<file path="src/rtl/memsrc_pkg.sv">
package memsrc_pkg;

    localparam int BANK_W    = 3;
    localparam int NUM_SLOTS = 4;

    // bit 1: SYNC-low sample, bit 0: SYNC-high sample
    typedef enum logic [1:0] {
        MODE_LOW   = 2'b00,
        MODE_SYNC  = 2'b01,
        MODE_NSYNC = 2'b10,
        MODE_HIGH  = 2'b11
    } mem_mode_e;

endpackage

</file>
<file path="src/rtl/memsrc_mode_capture.sv">
module memsrc_mode_capture
    import memsrc_pkg::*;
(
    input  logic      clk,
    input  logic      rst_n,
    input  logic      slot_t1,
    input  logic      slot_t5,
    input  logic      sync,
    input  logic      mode_pin,
    output mem_mode_e mode
);

    mem_mode_e state_q;
    mem_mode_e state_d;
    logic      lo_en;
    logic      hi_en;

    assign lo_en = slot_t1 && !sync;
    assign hi_en = slot_t5 && sync;

    // next-state process: low-phase capture and high-phase capture
    always_comb begin
        logic [1:0] code;
        code = state_q;
        if (lo_en) code[1] = mode_pin;
        if (hi_en) code[0] = mode_pin;
        unique case (code)
            2'b00:   state_d = MODE_LOW;
            2'b01:   state_d = MODE_SYNC;
            2'b10:   state_d = MODE_NSYNC;
            default: state_d = MODE_HIGH;
        endcase
    end

    // state register
    always_ff @(posedge clk or negedge rst_n) begin
        if (!rst_n) state_q <= MODE_LOW;
        else        state_q <= state_d;
    end

    assign mode = state_q;


    lo_capture_chk: assert property (@(posedge clk) disable iff (!rst_n)
        (slot_t1 && !sync) |=> (mode[1] == $past(mode_pin)));


    hi_capture_chk: assert property (@(posedge clk) disable iff (!rst_n)
        (slot_t5 && sync) |=> (mode[0] == $past(mode_pin)));


    mode_hold_chk: assert property (@(posedge clk) disable iff (!rst_n)
        !((slot_t1 && !sync) || (slot_t5 && sync)) |=> $stable(mode));

endmodule

</file>
<file path="src/rtl/memsrc_rom_select.sv">
module memsrc_rom_select
    import memsrc_pkg::*;
#(
    parameter int BANK_BITS = BANK_W
) (
    input  mem_mode_e            mode,
    input  logic [BANK_BITS-1:0] bank,
    output logic                 use_internal
);

    logic bank_zero;
    assign bank_zero = (bank == '0);

    // output process, one arm per mode state
    always_comb begin
        unique case (mode)
            MODE_LOW:   use_internal = bank_zero;
            MODE_SYNC:  use_internal = 1'b0;
            MODE_NSYNC: use_internal = 1'b1;
            MODE_HIGH:  use_internal = 1'b1;
            default:    use_internal = 1'b1;
        endcase
    end

endmodule

</file>
<file path="src/rtl/memsrc_status_mux.sv">
module memsrc_status_mux #(
    parameter int SLOTS = 4
) (
    input  logic             clk,
    input  logic             rst_n,
    input  logic [SLOTS-1:0] slot_strb,
    input  logic [SLOTS-1:0] slot_flag,
    output logic             status
);

    logic [SLOTS-1:0] term;

    genvar g;
    generate
        for (g = 0; g < SLOTS; g++) begin : g_term
            assign term[g] = slot_strb[g] & slot_flag[g];
        end
    endgenerate

    assign status = |term;

    // relies on one-hot strobes
    slot_onehot_chk: assert property (@(posedge clk) disable iff (!rst_n)
        $onehot0(slot_strb));


    idle_low_chk: assert property (@(posedge clk) disable iff (!rst_n)
        (slot_strb == '0) |-> !status);

endmodule

</file>
<file path="src/rtl/memsrc_status_top.sv">
module memsrc_status_top
    import memsrc_pkg::*;
(
    input  logic              clk,
    input  logic              rst_n,
    input  logic              slot_t1,
    input  logic              slot_t3,
    input  logic              slot_t5,
    input  logic              slot_t7,
    input  logic              sync,
    input  logic [BANK_W-1:0] bank,
    input  logic              mode_pin,
    input  logic              bus_driven,
    input  logic              bl_is_13,
    input  logic              carry,
    input  logic              skip,
    output logic              use_internal,
    output logic              status
);

    mem_mode_e            mode;
    logic [NUM_SLOTS-1:0] strb;
    logic [NUM_SLOTS-1:0] flag;

    assign strb = {slot_t7, slot_t5, slot_t3, slot_t1};
    assign flag = {skip, carry, bl_is_13, !bus_driven};

    memsrc_mode_capture u_capture (
        .clk      (clk),
        .rst_n    (rst_n),
        .slot_t1  (slot_t1),
        .slot_t5  (slot_t5),
        .sync     (sync),
        .mode_pin (mode_pin),
        .mode     (mode)
    );

    memsrc_rom_select #(.BANK_BITS(BANK_W)) u_select (
        .mode         (mode),
        .bank         (bank),
        .use_internal (use_internal)
    );

    memsrc_status_mux #(.SLOTS(NUM_SLOTS)) u_status (
        .clk       (clk),
        .rst_n     (rst_n),
        .slot_strb (strb),
        .slot_flag (flag),
        .status    (status)
    );


    sync_mode_ext_chk: assert property (@(posedge clk) disable iff (!rst_n)
        (mode == MODE_SYNC) |-> !use_internal);


    high_mode_int_chk: assert property (@(posedge clk) disable iff (!rst_n)
        mode[1] |-> use_internal);


    t1_status_chk: assert property (@(posedge clk) disable iff (!rst_n)
        slot_t1 |-> (status == !bus_driven));


    t7_status_chk: assert property (@(posedge clk) disable iff (!rst_n)
        slot_t7 |-> (status == skip));

endmodule

</file>
<file path="config.mk">
export PLATFORM = sky130hd
export DESIGN_NAME = memsrc_status_top
export DESIGN_NICKNAME = d
export VERILOG_FILES = /design/src/rtl/memsrc_pkg.sv /design/src/rtl/memsrc_mode_capture.sv /design/src/rtl/memsrc_rom_select.sv /design/src/rtl/memsrc_status_mux.sv /design/src/rtl/memsrc_status_top.sv
export SDC_FILE = /design/constraint.sdc
export NUM_CORES = 1
export LEC_CHECK = 0
export BUFFER_PORTS_ARGS = -buffer_cell sky130_fd_sc_hd__buf_2
export CORE_AREA = 4 4 41 43
export DETAILED_ROUTE_END_ITERATION = 10
export DIE_AREA = 0 0 45 47
export HOLD_SLACK_MARGIN = 0.12
export PLACE_DENSITY = 0.39
export SYNTH_ARGS = -nofsm -noshare
export SYNTH_HDL_FRONTEND = slang
export SYNTH_SLANG_ARGS = --single-unit
</file>
<file path="constraint.sdc">
create_clock -name clk -period 0.9 [get_ports clk]
set_clock_uncertainty 0.2 [all_clocks]
set_input_delay 0.135 -clock clk [delete_from_list [all_inputs] [get_ports clk]]
set_output_delay 0.135 -clock clk [all_outputs]
set_load 0.02 [all_outputs]
</file>
[Yosys cells after proc, flatten, opt, wreduce, memory -nomap -nowiden]
Index checks and enable logic that the tools add are counted.
Word-level totals
  register bits: 2
  bits in latches: 0
  memory bits (writable): 0
  memory bits (read-only): 0
  input port bits: 15
  output and inout bits: 2
  word-level logic and storage cells: 23
  memories kept: 0
Operators by class
  add/subtract/negate cells: 0
  multiply operators: 0
  divide/modulo/power cells: 0
  $lt $le $gt $ge: 0
  eq/ne operators: 5
  shift-type cells: 0
  muxes and demuxes: 4
  bitwise logic cells: 4
  reductions and logical operators: 9
Operators by type and width (count)
  == test 2 bit (second input constant): 3
  case mux 2 bit (3 select lines): 1
  bitwise AND 1 bit: 4
  == test 2 x 1 -> 1 bit (second input constant): 2
  logical NOT 2 bit: 2
  OR reduction 4 bit: 1
  logical NOT 3 bit: 1
  case mux 1 bit (3 select lines): 1
  logical AND 1 bit: 2
  logical NOT 1 bit: 2
  two-way mux 1 bit: 2
  OR reduction 2 bit: 1

[Longest topological paths before layout]
  depth in word-level cells: 5
  mapped depth: 2
  depth with buffers taken out: 2

[Cells and area by module]
Synthesis repeated with hierarchy kept, for this count alone.
Second synthesis, totals
  cell total of the unflattened synthesis: 12
  area, all modules: 128.9 µm²
By module, submodules not included
  memsrc_mode_capture: instances 1, cells an instance 6, area an instance 86.3 µm², seq. area each 50.0 µm²
  memsrc_rom_select: instances 1, cells an instance 2, area an instance 20.0 µm², seq. area each 0.0 µm²
  memsrc_status_mux: instances 1, cells an instance 3, area an instance 18.8 µm², seq. area each 0.0 µm²
  memsrc_status_top: instances 1, cells an instance 1, area an instance 3.8 µm², seq. area each 0.0 µm²

[Least setup slack after synthesis]
Ideal clock, no wire load.
  path type: reg2out
  start point: register u_capture.state_q[0] (netlist: u_capture.mode[0])
  end point: output use_internal
  arrival: 0.820 ns
  data required time: 0.565 ns
  slack: -0.255 ns
  cell stages (with the launch flop): 2
  buffers on the path: 0
  cell sequence: dfrtp_1 o41ai_2
Between the ends
  word-level cells in the longest chain between the ends: 3
  elaborated cells between the ends (all ways): 6
  classes of those cells: eq/ne (3); mux (1); reduce/logical (2)
RTL lines
  from (decl): RTL line memsrc_mode_capture.sv:13  | mem_mode_e state_q;
  from (signal assigned): RTL line memsrc_mode_capture.sv:38  | else state_q <= state_d;
  == test 2 bit: RTL line memsrc_rom_select.sv:16  | unique case (mode)
  OR reduction 2 bit (no line)
  case mux 1 bit (3 select lines) (*): RTL line memsrc_rom_select.sv:16
  to (decl): RTL line memsrc_status_top.sv:17  | output logic use_internal,
Every way passes the cells marked *; elsewhere a longest branch is shown, timed or not.

[Worst setup path in the final report]
Ends and elaborated chain as after synthesis.

==> impl_metrics.sql <==
INSERT INTO impl_metrics (metric_group, metric, value, unit) VALUES
('status', 'outcome', 'complete, but fails checks', ''),
('status', 'violations', 'hold timing, setup timing', ''),
('job', 'maxcap_viol_count', '0', ''),
('sta', 'hold_viol', '2', ''),
('critical_path', 'critical_path.endpoint_type', 'output port', ''),
('global_route', 'grt_max_degree', '3', ''),
('critical_path', 'start_kind', 'flip-flop', ''),
('sta', 'maxSlewHeadroom', '0.847', ''),
('yosys', 'synth-warning-count', '0', ''),
('cts', 'path_clk_slew', '30', 'ps'),
('critical_path', 'reg2reg_to', 'u_capture.mode[0]', ''),
('cts', 'clock_sink_count', '2', ''),
('yosys', 'synth-seq-area-share', '0.370', ''),
('floorplanning', 'core_region_area', '0.00130', 'mm2'),
('finish', 'antennaDiodeCount', '0', ''),
('floorplanning', 'io_pins', '17', ''),
('finish', 'multi_input_area', '103', 'um2'),
('worst_hold_path', 'min_delay_worst_endpoint', 'u_capture.mode[1]', ''),
('finish', 'final-instance-count-excl-fill', '48', ''),
('cts', 'worst_case_clock_buffer_depth', '2', ''),
('sta', 'worst_hold_slack', '-42.9', 'ps'),
('critical_path', 'worst-path-max-fanout', '2', ''),
('global_route', 'grtUsageTotal', '0.0577', ''),
('cts', 'cts_buffers', '3', ''),
('critical_path', 'data_required_time_of_the_critical_path', '560', 'ps'),
('cts', 'cts_root_cell', 'sky130_fd_sc_hd__clkbuf_4', ''),
('finish', 'finalInstanceArea', '310', 'um2'),
('yosys', 'synthCells', '12', ''),
('sta', 'final-max-slew-violation-count', '0', ''),
('finish', 'final_layout_size_suffix_gt1_frac', '0.788', ''),
('floorplanning', 'initial_utilization', '0.104', ''),
('sta', 'finalWorstPathRequiredPeriod', '1340', 'ps'),
('worst_hold_path', 'timing.hold.worst.class', 'primary input to flip-flop', ''),
('pwr', 'power.leakage', '0.163', 'nW'),
('global_route', 'grt_pass1_vias', '197', ''),
('sta', 'finalSetupViolCount', '4', ''),
('place', 'place_area', '253', 'um2'),
('yosys', 'synth_area', '135', 'um2'),
('sta', 'grt_setup_unrepaired', 'true', ''),
('sta', 'tightestPinTransition', '229', 'ps'),
('place', 'place_ws', '-244', 'ps'),
('yosys', 'synthesis.nets', '27', ''),
('critical_path', 'timing.reg2reg.worst_path_depth', '2', ''),
('place', 'placer_congestion', '0.663', ''),
('yosys', 'synth_cell_types', '9', ''),
('routing', 'drt-initial-drc-count', '0', ''),
('cts', 'cts_hold_buf', '1', ''),
('critical_path', 'r2r_slack', '-200', 'ps'),
('finish', 'number_of_flip_flops_in_the_largest_register', '2', ''),
('cts', 'cts_htree_levels', '1', ''),
('routing', 'detailed_routing_iteration_count_for_the_pre_antenna_repair_pass', '1', ''),
('sta', 'final.setup.tns', '-768', 'ps'),
('finish', 'fill_cells', '152', ''),
('floorplanning', 'die_w', '45', 'um'),
('finish', 'regArea', '50.0', 'um2'),
('global_route', 'grt_pass1_wl', '772', 'um'),
('sta', 'layout_setup_ws', '-442', 'ps'),
('global_route', 'globalRouteOverflowTotal', '0', ''),
('routing', 'final_antenna_net_count', '0', ''),
('yosys', 'flops_latches_synth', '2', ''),
('floorplanning', 'die_y', '47', 'um'),
('routing', 'via_count', '177', ''),
('pwr', 'final_total_pwr', '458', 'uW'),
('routing', 'remaining_drc_errors', '0', ''),
('routing', 'totalWireLength', '489', 'um'),
('worst_hold_path', 'whs_path_depth', '2', ''),
('critical_path', 'critical_path_arrival', '1010', 'ps'),
('place', 'placed_instance_count', '44', ''),
('yosys', 'synthesized_area_per_cell', '11.3', 'um2'),
('worst_hold_path', 'hold_start', 'mode_pin', ''),
('cts', 'tritoncts_clock_tree', 'yes', '');
-- power by group --
| group | internal, mW | total [mW] | switching (mW) |
|---|---|---|---|
| sequential | 0.104 | 0.115 | 0.0109 |
| combinational | 0.0907 | 0.146 | 0.0557 |
| clock | 0.147 | 0.197 | 0.0501 |
| total | 0.342 | 0.458 | 0.117 |
-- worst max-delay path by stage --
| stage | depth (start not counted) | end | slack [ps] | start |
|---|---|---|---|---|
| after CTS | 2 | use_internal | -470 | u_capture.mode[0] |
| final | 2 | use_internal | -440 | u_capture.mode[0] |
| after detailed placement | 2 | use_internal | -240 | u_capture.mode[0] |
| after global placement | 2 | use_internal | -220 | u_capture.mode[0] |
| after floorplan | 1 | use_internal | -160 | u_capture.mode[0] |
| after global routing | 2 | use_internal | -500 | u_capture.mode[0] |
-- final cells by class --
type                            instances  share of cell area
Inverter                                1              0.0121
Clock buffer                            3              0.0726
Multi-Input combinational cell          9               0.331
Timing Repair Buffer                   18               0.363
Tap cell                               15              0.0605
Sequential cell                         2               0.161
-- layer usage --
layer | part of all wire | GRT usage | wire, um | vias up
met5 | 0 | 0 | 0 | -
met4 | 0 | 0.0526 | 0 | 0
met3 | 0.15 | 0.0383 | 75 | 0
met2 | 0.37 | 0.0734 | 180 | 16
met1 | 0.48 | 0.0636 | 234 | 74
li1 | - | - | - | 87
-- worst max-delay path, cell delays in order (launching register included) --
cell	delay [ps]
sky130_fd_sc_hd__dfrtp_1	390
sky130_fd_sc_hd__o41ai_4	210
sky130_fd_sc_hd__buf_4	190
-- cells by family (layout without fill, tap and decap cells) --
logic type | Yosys count | in the layout | share of synthesized area
multiplexers | 2 | 2 | 0.222
AND/OR/NAND/NOR | 5 | 5 | 0.204
flip-flops | 2 | 2 | 0.370
AO/OA/AOI/OAI | 2 | 2 | 0.176
buffers and inverters | 1 | 22 | 0.0278
-- cell usage after synthesis (all sizes together) --
library cell / n / area, um2
dfrtp: 2 / 50.1
mux2: 2 / 30.0
nand2: 2 / 7.51
a22oi: 1 / 7.51
inv: 1 / 3.75
nand2b: 1 / 6.26
nand3: 1 / 5.00
nor2b: 1 / 8.76
o41ai: 1 / 16.3
-- what timing repair did --
| item | in CTS | in global routing |
|---|---|---|
| setup buffers | 1 | 0 |
| endpoints found under the hold margin | 4 | 4 |
| pin swaps | 2 | 1 |
| resized for setup | 5 | 1 |
| setup endpoints to repair | 4 | 4 |
(Power assumes the default switching activity.)
